`src/rtl/sram_pair_pkg.sv`:
```
package sram_pair_pkg;

  localparam int DEV_W  = 16;
  localparam int LANES  = 2;
  localparam int MASK_W = 2 * LANES;
  localparam int DATA_W = DEV_W * LANES;

  typedef enum logic [2:0] {
    PH_IDLE   = 3'd0,
    PH_WSETUP = 3'd1,
    PH_WPULSE = 3'd2,
    PH_WHOLD  = 3'd3,
    PH_READ   = 3'd4
  } phase_e;

  typedef struct packed {
    logic [LANES-1:0] ce_n;
    logic [LANES-1:0] ub_n;
    logic [LANES-1:0] lb_n;
  } sel_t;

  // Chip and byte enables for a request (active low).
  function automatic sel_t lane_select(input logic wide, input logic dev,
                                       input logic [MASK_W-1:0] mask);
    sel_t s;
    if (wide) begin
      s.ce_n = 2'b00;
      s.lb_n = {~mask[2], ~mask[0]};
      s.ub_n = {~mask[3], ~mask[1]};
    end else begin
      s.ce_n = dev ? 2'b01 : 2'b10;
      s.lb_n = dev ? {~mask[0], 1'b1} : {1'b1, ~mask[0]};
      s.ub_n = dev ? {~mask[1], 1'b1} : {1'b1, ~mask[1]};
    end
    return s;
  endfunction

  // Per-device write words, device 1 in the upper half.
  function automatic logic [DATA_W-1:0] lane_wdata(input logic wide,
                                                   input logic [DATA_W-1:0] wd);
    return wide ? wd : {wd[DEV_W-1:0], wd[DEV_W-1:0]};
  endfunction

  function automatic logic [DEV_W-1:0] byte_keep(input logic hi, input logic lo);
    return {{8{hi}}, {8{lo}}};
  endfunction

  // Merge device words into a read result, zeroing unselected bytes.
  function automatic logic [DATA_W-1:0] lane_rdata(input logic wide, input logic dev,
                                                   input logic [MASK_W-1:0] mask,
                                                   input logic [DEV_W-1:0] d0,
                                                   input logic [DEV_W-1:0] d1);
    logic [DEV_W-1:0] pick;
    if (wide)
      return {d1 & byte_keep(mask[3], mask[2]), d0 & byte_keep(mask[1], mask[0])};
    pick = dev ? d1 : d0;
    return {{DEV_W{1'b0}}, pick & byte_keep(mask[1], mask[0])};
  endfunction

endpackage

```
`src/rtl/sram_pair_seq.sv`:
```
module sram_pair_seq
  import sram_pair_pkg::*;
#(
  parameter int RD_WAIT  = 2,
  parameter int WR_PULSE = 1
) (
  input  logic   clk,
  input  logic   rst_n,
  input  logic   start,
  input  logic   start_wr,
  output phase_e phase_q,
  output phase_e phase_d,
  output logic   rd_strobe
);

  localparam int CNT_MAX = (RD_WAIT > WR_PULSE) ? RD_WAIT : WR_PULSE;
  localparam int CNT_W   = $clog2(CNT_MAX + 1);
  localparam logic [CNT_W-1:0] RD_LAST = CNT_W'(RD_WAIT - 1);
  localparam logic [CNT_W-1:0] WR_LAST = CNT_W'(WR_PULSE - 1);

  logic [CNT_W-1:0] cnt_q, cnt_d;

  always_comb begin
    phase_d = phase_q;
    cnt_d   = cnt_q;
    unique case (phase_q)
      PH_IDLE: begin
        cnt_d = '0;
        if (start) phase_d = start_wr ? PH_WSETUP : PH_READ;
      end
      PH_WSETUP: begin
        phase_d = PH_WPULSE;
        cnt_d   = '0;
      end
      PH_WPULSE: begin
        if (cnt_q == WR_LAST) begin
          phase_d = PH_WHOLD;
          cnt_d   = '0;
        end else begin
          cnt_d = cnt_q + 1'b1;
        end
      end
      PH_WHOLD: phase_d = PH_IDLE;
      PH_READ: begin
        if (cnt_q == RD_LAST) begin
          phase_d = PH_IDLE;
          cnt_d   = '0;
        end else begin
          cnt_d = cnt_q + 1'b1;
        end
      end
      default: begin
        phase_d = PH_IDLE;
        cnt_d   = '0;
      end
    endcase
  end

  always_ff @(posedge clk) begin
    if (!rst_n) begin
      phase_q <= PH_IDLE;
      cnt_q   <= '0;
    end else begin
      phase_q <= phase_d;
      cnt_q   <= cnt_d;
    end
  end

  assign rd_strobe = (phase_q == PH_READ) && (cnt_q == RD_LAST);

  AST_PULSE_BOUND: assert property (@(posedge clk) disable iff (!rst_n)
    (phase_q == PH_WPULSE) |-> (cnt_q <= WR_LAST));
  AST_READ_BOUND: assert property (@(posedge clk) disable iff (!rst_n)
    (phase_q == PH_READ) |-> (cnt_q <= RD_LAST));
  AST_READ_ENDS: assert property (@(posedge clk) disable iff (!rst_n)
    rd_strobe |=> (phase_q == PH_IDLE));

endmodule

```
`src/rtl/sram_pair_pins.sv`:
```
module sram_pair_pins
  import sram_pair_pkg::*;
#(
  parameter int ADDR_W = 18
) (
  input  logic                        clk,
  input  logic                        rst_n,
  input  phase_e                      phase_d,
  input  logic                        load,
  input  sel_t                        sel_in,
  input  logic [ADDR_W-1:0]           addr_in,
  input  logic [LANES-1:0][DEV_W-1:0] wdata_in,
  output logic [ADDR_W-1:0]           addr,
  output logic [LANES-1:0]            ce_n,
  output logic [LANES-1:0]            ub_n,
  output logic [LANES-1:0]            lb_n,
  output logic                        we_n,
  output logic                        oe_n,
  output logic [LANES-1:0]            dq_oe,
  output logic [LANES-1:0][DEV_W-1:0] dq_o
);

  sel_t sel_q, sel_src;
  assign sel_src = load ? sel_in : sel_q;

  always_ff @(posedge clk) begin
    if (!rst_n) begin
      addr  <= '0;
      sel_q <= '1;
      ce_n  <= '1;
      ub_n  <= '1;
      lb_n  <= '1;
      we_n  <= 1'b1;
      oe_n  <= 1'b1;
      dq_oe <= '0;
    end else begin
      if (load) begin
        addr  <= addr_in;
        sel_q <= sel_in;
      end
      unique case (phase_d)
        PH_WSETUP, PH_WHOLD, PH_WPULSE: begin
          ce_n  <= sel_src.ce_n;
          ub_n  <= sel_src.ub_n;
          lb_n  <= sel_src.lb_n;
          we_n  <= (phase_d != PH_WPULSE);
          oe_n  <= 1'b1;
          dq_oe <= ~sel_src.ce_n;
        end
        PH_READ: begin
          ce_n  <= sel_src.ce_n;
          ub_n  <= sel_src.ub_n;
          lb_n  <= sel_src.lb_n;
          we_n  <= 1'b1;
          oe_n  <= 1'b0;
          dq_oe <= '0;
        end
        default: begin
          ce_n  <= '1;
          ub_n  <= '1;
          lb_n  <= '1;
          we_n  <= 1'b1;
          oe_n  <= 1'b1;
          dq_oe <= '0;
        end
      endcase
    end
  end

  for (genvar g = 0; g < LANES; g++) begin : g_lane
    always_ff @(posedge clk) begin
      if (!rst_n)    dq_o[g] <= '0;
      else if (load) dq_o[g] <= wdata_in[g];
    end
  end

  AST_STROBE_EXCL: assert property (@(posedge clk) disable iff (!rst_n)
    !(!we_n && !oe_n));
  AST_WE_DRIVES: assert property (@(posedge clk) disable iff (!rst_n)
    !we_n |-> (dq_oe == ~ce_n));
  AST_OE_RELEASED: assert property (@(posedge clk) disable iff (!rst_n)
    !oe_n |-> (dq_oe == '0));
  AST_WE_HOLD: assert property (@(posedge clk) disable iff (!rst_n)
    $rose(we_n) |-> ((ce_n != '1) && (dq_oe != '0)));

endmodule

```
`src/rtl/sram_pair_ctrl.sv`:
```
module sram_pair_ctrl
  import sram_pair_pkg::*;
#(
  parameter int ADDR_W   = 18,
  parameter int RD_WAIT  = 2,
  parameter int WR_PULSE = 1
) (
  input  logic              clk,
  input  logic              rst_n,
  input  logic              mode_wide,
  input  logic              req_valid,
  input  logic              req_write,
  input  logic              req_dev,
  input  logic [ADDR_W-1:0] req_addr,
  input  logic [3:0]        req_mask,
  input  logic [31:0]       req_wdata,
  output logic              busy,
  output logic              rd_valid,
  output logic [31:0]       rd_data,
  output logic [ADDR_W-1:0] mem_addr,
  output logic              mem_we_n,
  output logic              mem_oe_n,
  output logic [1:0]        mem_ce_n,
  output logic [1:0]        mem_ub_n,
  output logic [1:0]        mem_lb_n,
  output logic [15:0]       mem0_dq_o,
  output logic              mem0_dq_oe,
  input  logic [15:0]       mem0_dq_i,
  output logic [15:0]       mem1_dq_o,
  output logic              mem1_dq_oe,
  input  logic [15:0]       mem1_dq_i
);

  phase_e phase_q, phase_d;
  logic   rd_strobe;
  logic   accept;
  logic   mode_q, dev_q;
  logic [MASK_W-1:0] mask_q;
  logic [LANES-1:0][DEV_W-1:0] wlanes, dq_o_w;
  logic [LANES-1:0] dq_oe_w;

  assign busy   = (phase_q != PH_IDLE);
  assign accept = req_valid && !busy;
  assign wlanes = lane_wdata(mode_wide, req_wdata);

  sram_pair_seq #(.RD_WAIT(RD_WAIT), .WR_PULSE(WR_PULSE)) u_seq (
    .clk      (clk),
    .rst_n    (rst_n),
    .start    (accept),
    .start_wr (req_write),
    .phase_q  (phase_q),
    .phase_d  (phase_d),
    .rd_strobe(rd_strobe)
  );

  sram_pair_pins #(.ADDR_W(ADDR_W)) u_pins (
    .clk     (clk),
    .rst_n   (rst_n),
    .phase_d (phase_d),
    .load    (accept),
    .sel_in  (lane_select(mode_wide, req_dev, req_mask)),
    .addr_in (req_addr),
    .wdata_in(wlanes),
    .addr    (mem_addr),
    .ce_n    (mem_ce_n),
    .ub_n    (mem_ub_n),
    .lb_n    (mem_lb_n),
    .we_n    (mem_we_n),
    .oe_n    (mem_oe_n),
    .dq_oe   (dq_oe_w),
    .dq_o    (dq_o_w)
  );

  assign mem0_dq_o  = dq_o_w[0];
  assign mem1_dq_o  = dq_o_w[1];
  assign mem0_dq_oe = dq_oe_w[0];
  assign mem1_dq_oe = dq_oe_w[1];

  always_ff @(posedge clk) begin
    if (!rst_n) begin
      mode_q   <= 1'b0;
      dev_q    <= 1'b0;
      mask_q   <= '0;
      rd_valid <= 1'b0;
      rd_data  <= '0;
    end else begin
      if (accept) begin
        mode_q <= mode_wide;
        dev_q  <= req_dev;
        mask_q <= req_mask;
      end
      rd_valid <= rd_strobe;
      if (rd_strobe)
        rd_data <= lane_rdata(mode_q, dev_q, mask_q, mem0_dq_i, mem1_dq_i);
    end
  end

  AST_IDLE_QUIET: assert property (@(posedge clk) disable iff (!rst_n)
    !busy |-> (mem_ce_n == 2'b11 && mem_we_n && mem_oe_n && dq_oe_w == '0));
  AST_ADDR_STABLE: assert property (@(posedge clk) disable iff (!rst_n)
    (busy && $past(busy)) |-> $stable(mem_addr));
  AST_WIDE_BOTH: assert property (@(posedge clk) disable iff (!rst_n)
    (busy && mode_q) |-> (mem_ce_n == 2'b00));
  AST_SPLIT_ONE: assert property (@(posedge clk) disable iff (!rst_n)
    (busy && !mode_q) |-> ($countones(~mem_ce_n) == 1));
  AST_RDV_PULSE: assert property (@(posedge clk) disable iff (!rst_n)
    rd_valid |=> !rd_valid);
  AST_RDV_DONE: assert property (@(posedge clk) disable iff (!rst_n)
    rd_valid |-> !busy);

endmodule

```
`config.mk`:
```
export PLATFORM = sky130hd
export DESIGN_NAME = sram_pair_ctrl
export DESIGN_NICKNAME = d
export VERILOG_FILES = /design/src/rtl/sram_pair_pkg.sv /design/src/rtl/sram_pair_seq.sv /design/src/rtl/sram_pair_pins.sv /design/src/rtl/sram_pair_ctrl.sv
export SDC_FILE = /design/constraint.sdc
export NUM_CORES = 1
export LEC_CHECK = 0
export CAP_MARGIN = 10
export CELL_PAD_IN_SITES_DETAIL_PLACEMENT = 1
export CELL_PAD_IN_SITES_GLOBAL_PLACEMENT = 1
export CORE_ASPECT_RATIO = 1.5
export CORE_MARGIN = 5
export CORE_UTILIZATION = 31
export DETAILED_ROUTE_END_ITERATION = 10
export PLACE_DENSITY = 0.83
export SYNTH_ARGS = -nofsm -noshare
export SYNTH_HDL_FRONTEND = slang
export SYNTH_SLANG_ARGS = --single-unit
```
`constraint.sdc`:
```
create_clock -name clk -period 2.5 [get_ports clk]
set_clock_uncertainty 0.2 [all_clocks]
set_input_delay 0.375 -clock clk [delete_from_list [all_inputs] [get_ports clk]]
set_output_delay 0.375 -clock clk [all_outputs]
set_load 0.1 [all_outputs]
```
# [Word-level counts from Yosys, hierarchy flattened]
# Cells that the tools add are included.
[classes] eq_ne=10 addsub=1 n_mux=21 bitwise=8 n_reduce_logical=10
[ops] cell="$mux 32" count=3
[ops] cell="$and 16x16->16" count=3
[ops] cell="$mux 16" count=1
[ops] cell="$eq 3x2->1 const B" count=4
[ops] cell="$mux 3" count=4
[ops] cell="$mux 6" count=2
[ops] cell="$pmux 3 s4" count=1
[ops] cell="$mux 2" count=5
[ops] cell="$eq 3x1->1 const B" count=2
[ops] cell="$eq 3x3->1 const B" count=2
[ops] cell="$pmux 2 s3" count=1
[ops] cell="$mux 1" count=4
[ops] cell="$not 1->1" count=4
[ops] cell="$reduce_and 2->1" count=2
[ops] cell="$reduce_or 4->1" count=1
[ops] cell="$logic_not 3->1" count=1
[ops] cell="$ne 3x2->1 const B" count=1
[ops] cell="$reduce_bool 3->1" count=1
[ops] cell="$reduce_or 3->1" count=1
[ops] cell="$add 2x1->2 const B" count=1
[ops] cell="$eq 2x1->1 const B" count=1
[ops] cell="$logic_and 1x1->1" count=2
[ops] cell="$logic_not 2->1" count=1
[ops] cell="$not 2->2" count=1
[ops] cell="$logic_not 1->1" count=1
[word_totals] reg_bits=110 output_inout_bits=94

# [Logic depth before layout (Yosys ltp)]
# Gate-level depths: netlist (run 1).
[depth] depth_word=8 depth_mapped=5

# [By module]
# Synthesis (run 1) repeated with hierarchy kept, for this count alone.
[hier_totals] hier_cells=438 area_unflattened_um2=4591.9
[modules_own_cells] module="sram_pair_pins" area_per_inst_um2=2436.1 seq_area_each_um2=1321.3 cells_per_inst=204 n_inst=1
[modules_own_cells] module="sram_pair_ctrl" area_per_inst_um2=1851.8 seq_area_each_um2=780.7 cells_per_inst=200 n_inst=1
[modules_own_cells] module="sram_pair_seq" area_per_inst_um2=304.0 seq_area_each_um2=100.1 cells_per_inst=34 n_inst=1

# [Worst setup path before layout (run 1)]
# OpenSTA, ideal clock, no wires.
[synth_timing] kind="register to output" startpoint="register u_seq.phase_q[2]" endpoint="output busy" path_buffers=1 arrival_ns=1.416 stages_incl_launch_ff=3 setup_slack_ns=0.509 path_cell_list="dfxtp_1 > clkbuf_1 > or3_1"
[synth_via] elab_chain_cells=1
[synth_lines] element="start: declaration" line_no="sram_pair_seq.sv:11" rtl="output phase_e phase_q,"
[synth_lines] element="start signal: assignment" line_no="sram_pair_seq.sv:64" rtl="phase_q <= phase_d;"
[synth_lines] element="$reduce_bool 3->1" line_no="sram_pair_ctrl.sv:42" rtl="assign busy = (phase_q != PH_IDLE);"
[synth_lines] element="end: declaration" line_no="sram_pair_ctrl.sv:17" rtl="output logic busy,"
# Every way passes these cells.

# [Worst setup path after layout (run 1)]
[layout_timing] startpoint="register u_seq.phase_q[2]" endpoint="register rd_data[22]"
[layout_via] elab_chain_cells=2
[layout_lines] element="$eq 3x3->1" line_no="sram_pair_seq.sv:69" rtl="assign rd_strobe = (phase_q == PH_READ) && (cnt_q == RD_LAST);"
[layout_lines] element="$logic_and 1x1->1" line_no="sram_pair_seq.sv:69"
[layout_lines] element="end signal: assignment" line_no="sram_pair_ctrl.sv:94" rtl="rd_data <= lane_rdata(mode_q, dev_q, mask_q, mem0_dq_i, mem1_dq_i);"
[layout_lines] element="end: declaration" line_no="sram_pair_ctrl.sv:19" rtl="output logic [31:0] rd_data,"
# Every way passes these cells.
# A chain may end at the register's enable or synchronous reset.

==> key figures, run 1 <==
Drt
  – DR vias: 3860
  – Initial DRT Pass Iterations: 3
  – Routed WL: ~14000 µm
  – Final ANT Viol Nets: 0
  – DR vias/cell: around 4.9
  – Mean routed wirelength per cell: approximately 18 µm
  – # DRC: 0
  – Initial DRC Count: approximately 100

Floorplan
  – IO Count: 186
  – Die Span X: 106.1 µm
  – DIE AREA: 16350 µm²
  – Core Region: 13530 µm²
  – Starting Density: 31.73%
  – Core Rows: 52
  – Die Y: 154.1 µm

Timing
  – Hold slack: 0.2663 ns
  – Total Neg Setup Slack: 0 ns
  – Worst-Margin Slew: between 0.5 and 0.6 ns
  – Slew HR: 60.62%
  – Final Cycle Share: 86.68%
  – Min Tclk post-route: 2.167 ns
  – Final Max Tran Viols: 0
  – Final setup violation count: 0
  – Final Hold Vio Count: 0
  – Fmax: 461.5 MHz
  – RSZ-0062 raised after global routing: no

Power and ir drop
  – Peak VDD IR: 0.3530 mV
  – LEAKAGE: 2.909 nW
  – PwrDens: around 750 nW/µm²
  – Cell-internal power: 3.108 mW
  – Clock power share: 31.2%
  – Switching Share: 35.43%
  – Register share of total power: around 40%
  – NetSw: 1.706 mW
  – Comb pwr share: 28.6%

Clocking
  – Clock latency on the worst-skew pair: 0.34 ns
  – CTS tree: built
  – H-tree depth: 3
  – Worst-path clk slew: ~0.080 ns
  – Post-cts resize count: 0
  – Post-CTS setup buffer count: 0
  – # hold bufs at CTS: 0
  – Sink Count: 110
  – Clk Tree Root Cell: clkbuf_16
  – Clock buffer count from CTS: 9
  – Max clock buf depth: 2

Synthesis
  – Syn_nets: 533
  – Mapped Cells: 438
  – Post-synth cell types: 34
  – Async set-reset flop share out of synthesis: 0%
  – Synthesis Warnings: 0
  – Synthesized area: 4294 µm²
  – Post-synthesis sequential area ratio: around half
  – #FFs+latches synth: 110
  – Post-synth EDFFs: 0
  – Avg Cell Area, Syn: 9.804 µm²
  – Post-synth top flop: dfxtp_1

Final layout
  – Final net count: 709
  – N_diodes: 0
  – Layout cells sized above 1: between 20% and 30%
  – Area added between synthesis and finish: 49.30%
  – Most frequent cells in the layout: nand2_1 (111), dfxtp_1 (110), buf_4 (104)
  – Final Non-Filler Cells: 781
  – Most common cell after layout, fill and taps aside: nand2_1

Critical path
  – Crit Path Category: reg2reg
  – Most used cell along the critical path: buf_4
  – Register-to-Register Setup Slack: about 0.33 ns
  – WP buf/inv: 2
  – Crit-path cells: nor3b_1 -> buf_4 -> a21boi_2 -> buf_4 -> a22o_1
  – CP endpoint kind: register
  – Max incr delay on CP: 0.66 ns
  – Worst Path Max Fanout: 32
  – Worst path slowest cell: dfxtp_1
  – Cell family with most CP delay: flip-flops
  – Critical Path RT: ~2.5 ns
  – Crit path DAT: around 2.2 ns
  – Startpoint Class: register

GRT
  – Total congestion overflow: 0
  – Number of global-route vias before repair: around 4200
  – Initial antenna violation count: 0
  – All-Layer GR Usage: 16.69%
  – First-pass GRT wire length: around 22000 µm
  – Largest net degree at the start of global routing: between 40 and 50

Place
  – DP HPWL: between 10000 and 15000 µm
  – GPL Wtd Cong: roughly 0.77
  – Placed cell count: 765
  – I/O Buffers: around 190

Run status
  – Run status: finished, final reports clean

Worst hold path
  – HP Class: reg2reg

Flow run
  – Max Cap Viol: 0
synthesized netlist by cell type (5+ instances only):
cell type	n	area, µm²
nor2_1	9	33.78
mux2i_1	33	330.3
clkbuf_1	20	75.07
dfxtp_1	110	2202
nor2b_1	5	31.28
o2bb2ai_1	17	148.9
a22o_1	16	140.1
a21boi_0	40	300.3
buf_2	11	55.05
o211a_1	17	170.2
nand2_1	111	416.7
kinds of logic after synthesis:
family          count (synthesis)  share of synthesized area, %
simple gates                  151                         16.23
flops                         110                         51.28
compound gates                104                         20.19
buf+inv                        36                         3.467
mux                            34                         7.955
fa+ha+maj                       3                        0.8742
per-stage QoR:
step	power [mW]	setup slack, ns	area [µm²]	utilization, %
2_1_floorplan	2.929	0.5087	4294	-
4_1_cts	4.879	0.3348	6411	47.37
6_report	4.814	0.3330	6411	47.37
3_3_place_gp	3.335	0.1818	6093	45.03
3_5_place_dp	3.367	0.08472	6093	45.03
5_1_grt	5.017	0.1861	6411	47.37
final timing paths:
| check | from | end | cells past startpoint |
|---|---|---|---|
| worst max-delay path | u_seq.phase_q[2] | rd_data[22] | 5 |
| worst min-delay path | rd_data[8] | rd_data[8] | 1 |
| worst max register to register | u_seq.phase_q[2] | rd_data[22] | 5 |
| worst min register to register | rd_data[8] | rd_data[8] | 1 |
final cells by class:
| cell class | instances | area, µm² |
|---|---|---|
| Fill cell | 1549 | 7122 |
| Sequential cell | 110 | 2202 |
| Multi-Input combinational cell | 292 | 1947 |
| Timing Repair Buffer | 197 | 1727 |
| Clock buffer | 11 | 252.7 |
| Tap cell | 162 | 202.7 |
| Clock inverter | 5 | 65.06 |
| Inverter | 4 | 15.01 |
power groups by stage:
stage	sequential, mW	clock (mW)	combinational [mW]
finish	1.94	1.50	1.38
global route	1.95	1.62	1.45
CTS	1.94	1.55	1.39
detailed placement	1.98	0	1.39
global placement	1.97	0	1.36
floorplan	2.59	0	0.343
layer usage:
metal	track usage (%)	wire [µm]	vias up
met3	4.740	869	19
met2	31.45	7382	132
li1	-	-	1883
met5	0	0	-
met1	17.67	5245	1826
met4	5.309	305	0
flip-flops by register name (all words and copies together) (netlist names), 3 cells and up:
| name | count |
|---|---|
| rd_data | 32 |
| u_pins.addr | 18 |
| u_pins.sel_q | 6 |
| u_pins.dq_o | 32 |
| u_seq.phase_q | 3 |
| mask_q | 4 |
Power figures use the tool's default switching activity.
==> run 2, diff against run 1 <==
Settings changed: CAP_MARGIN 10 to 15, SKIP_LAST_GASP from default to 1.
==> results of run 2 <==
Same layout as run 1: the final DEF is identical, and so are final timing and power.
==> run 3, diff against run 2 <==
Settings changed: SLEW_MARGIN from default to 20.
==> results of run 3 <==
Same layout as run 1: the final DEF is identical, and so are final timing and power.
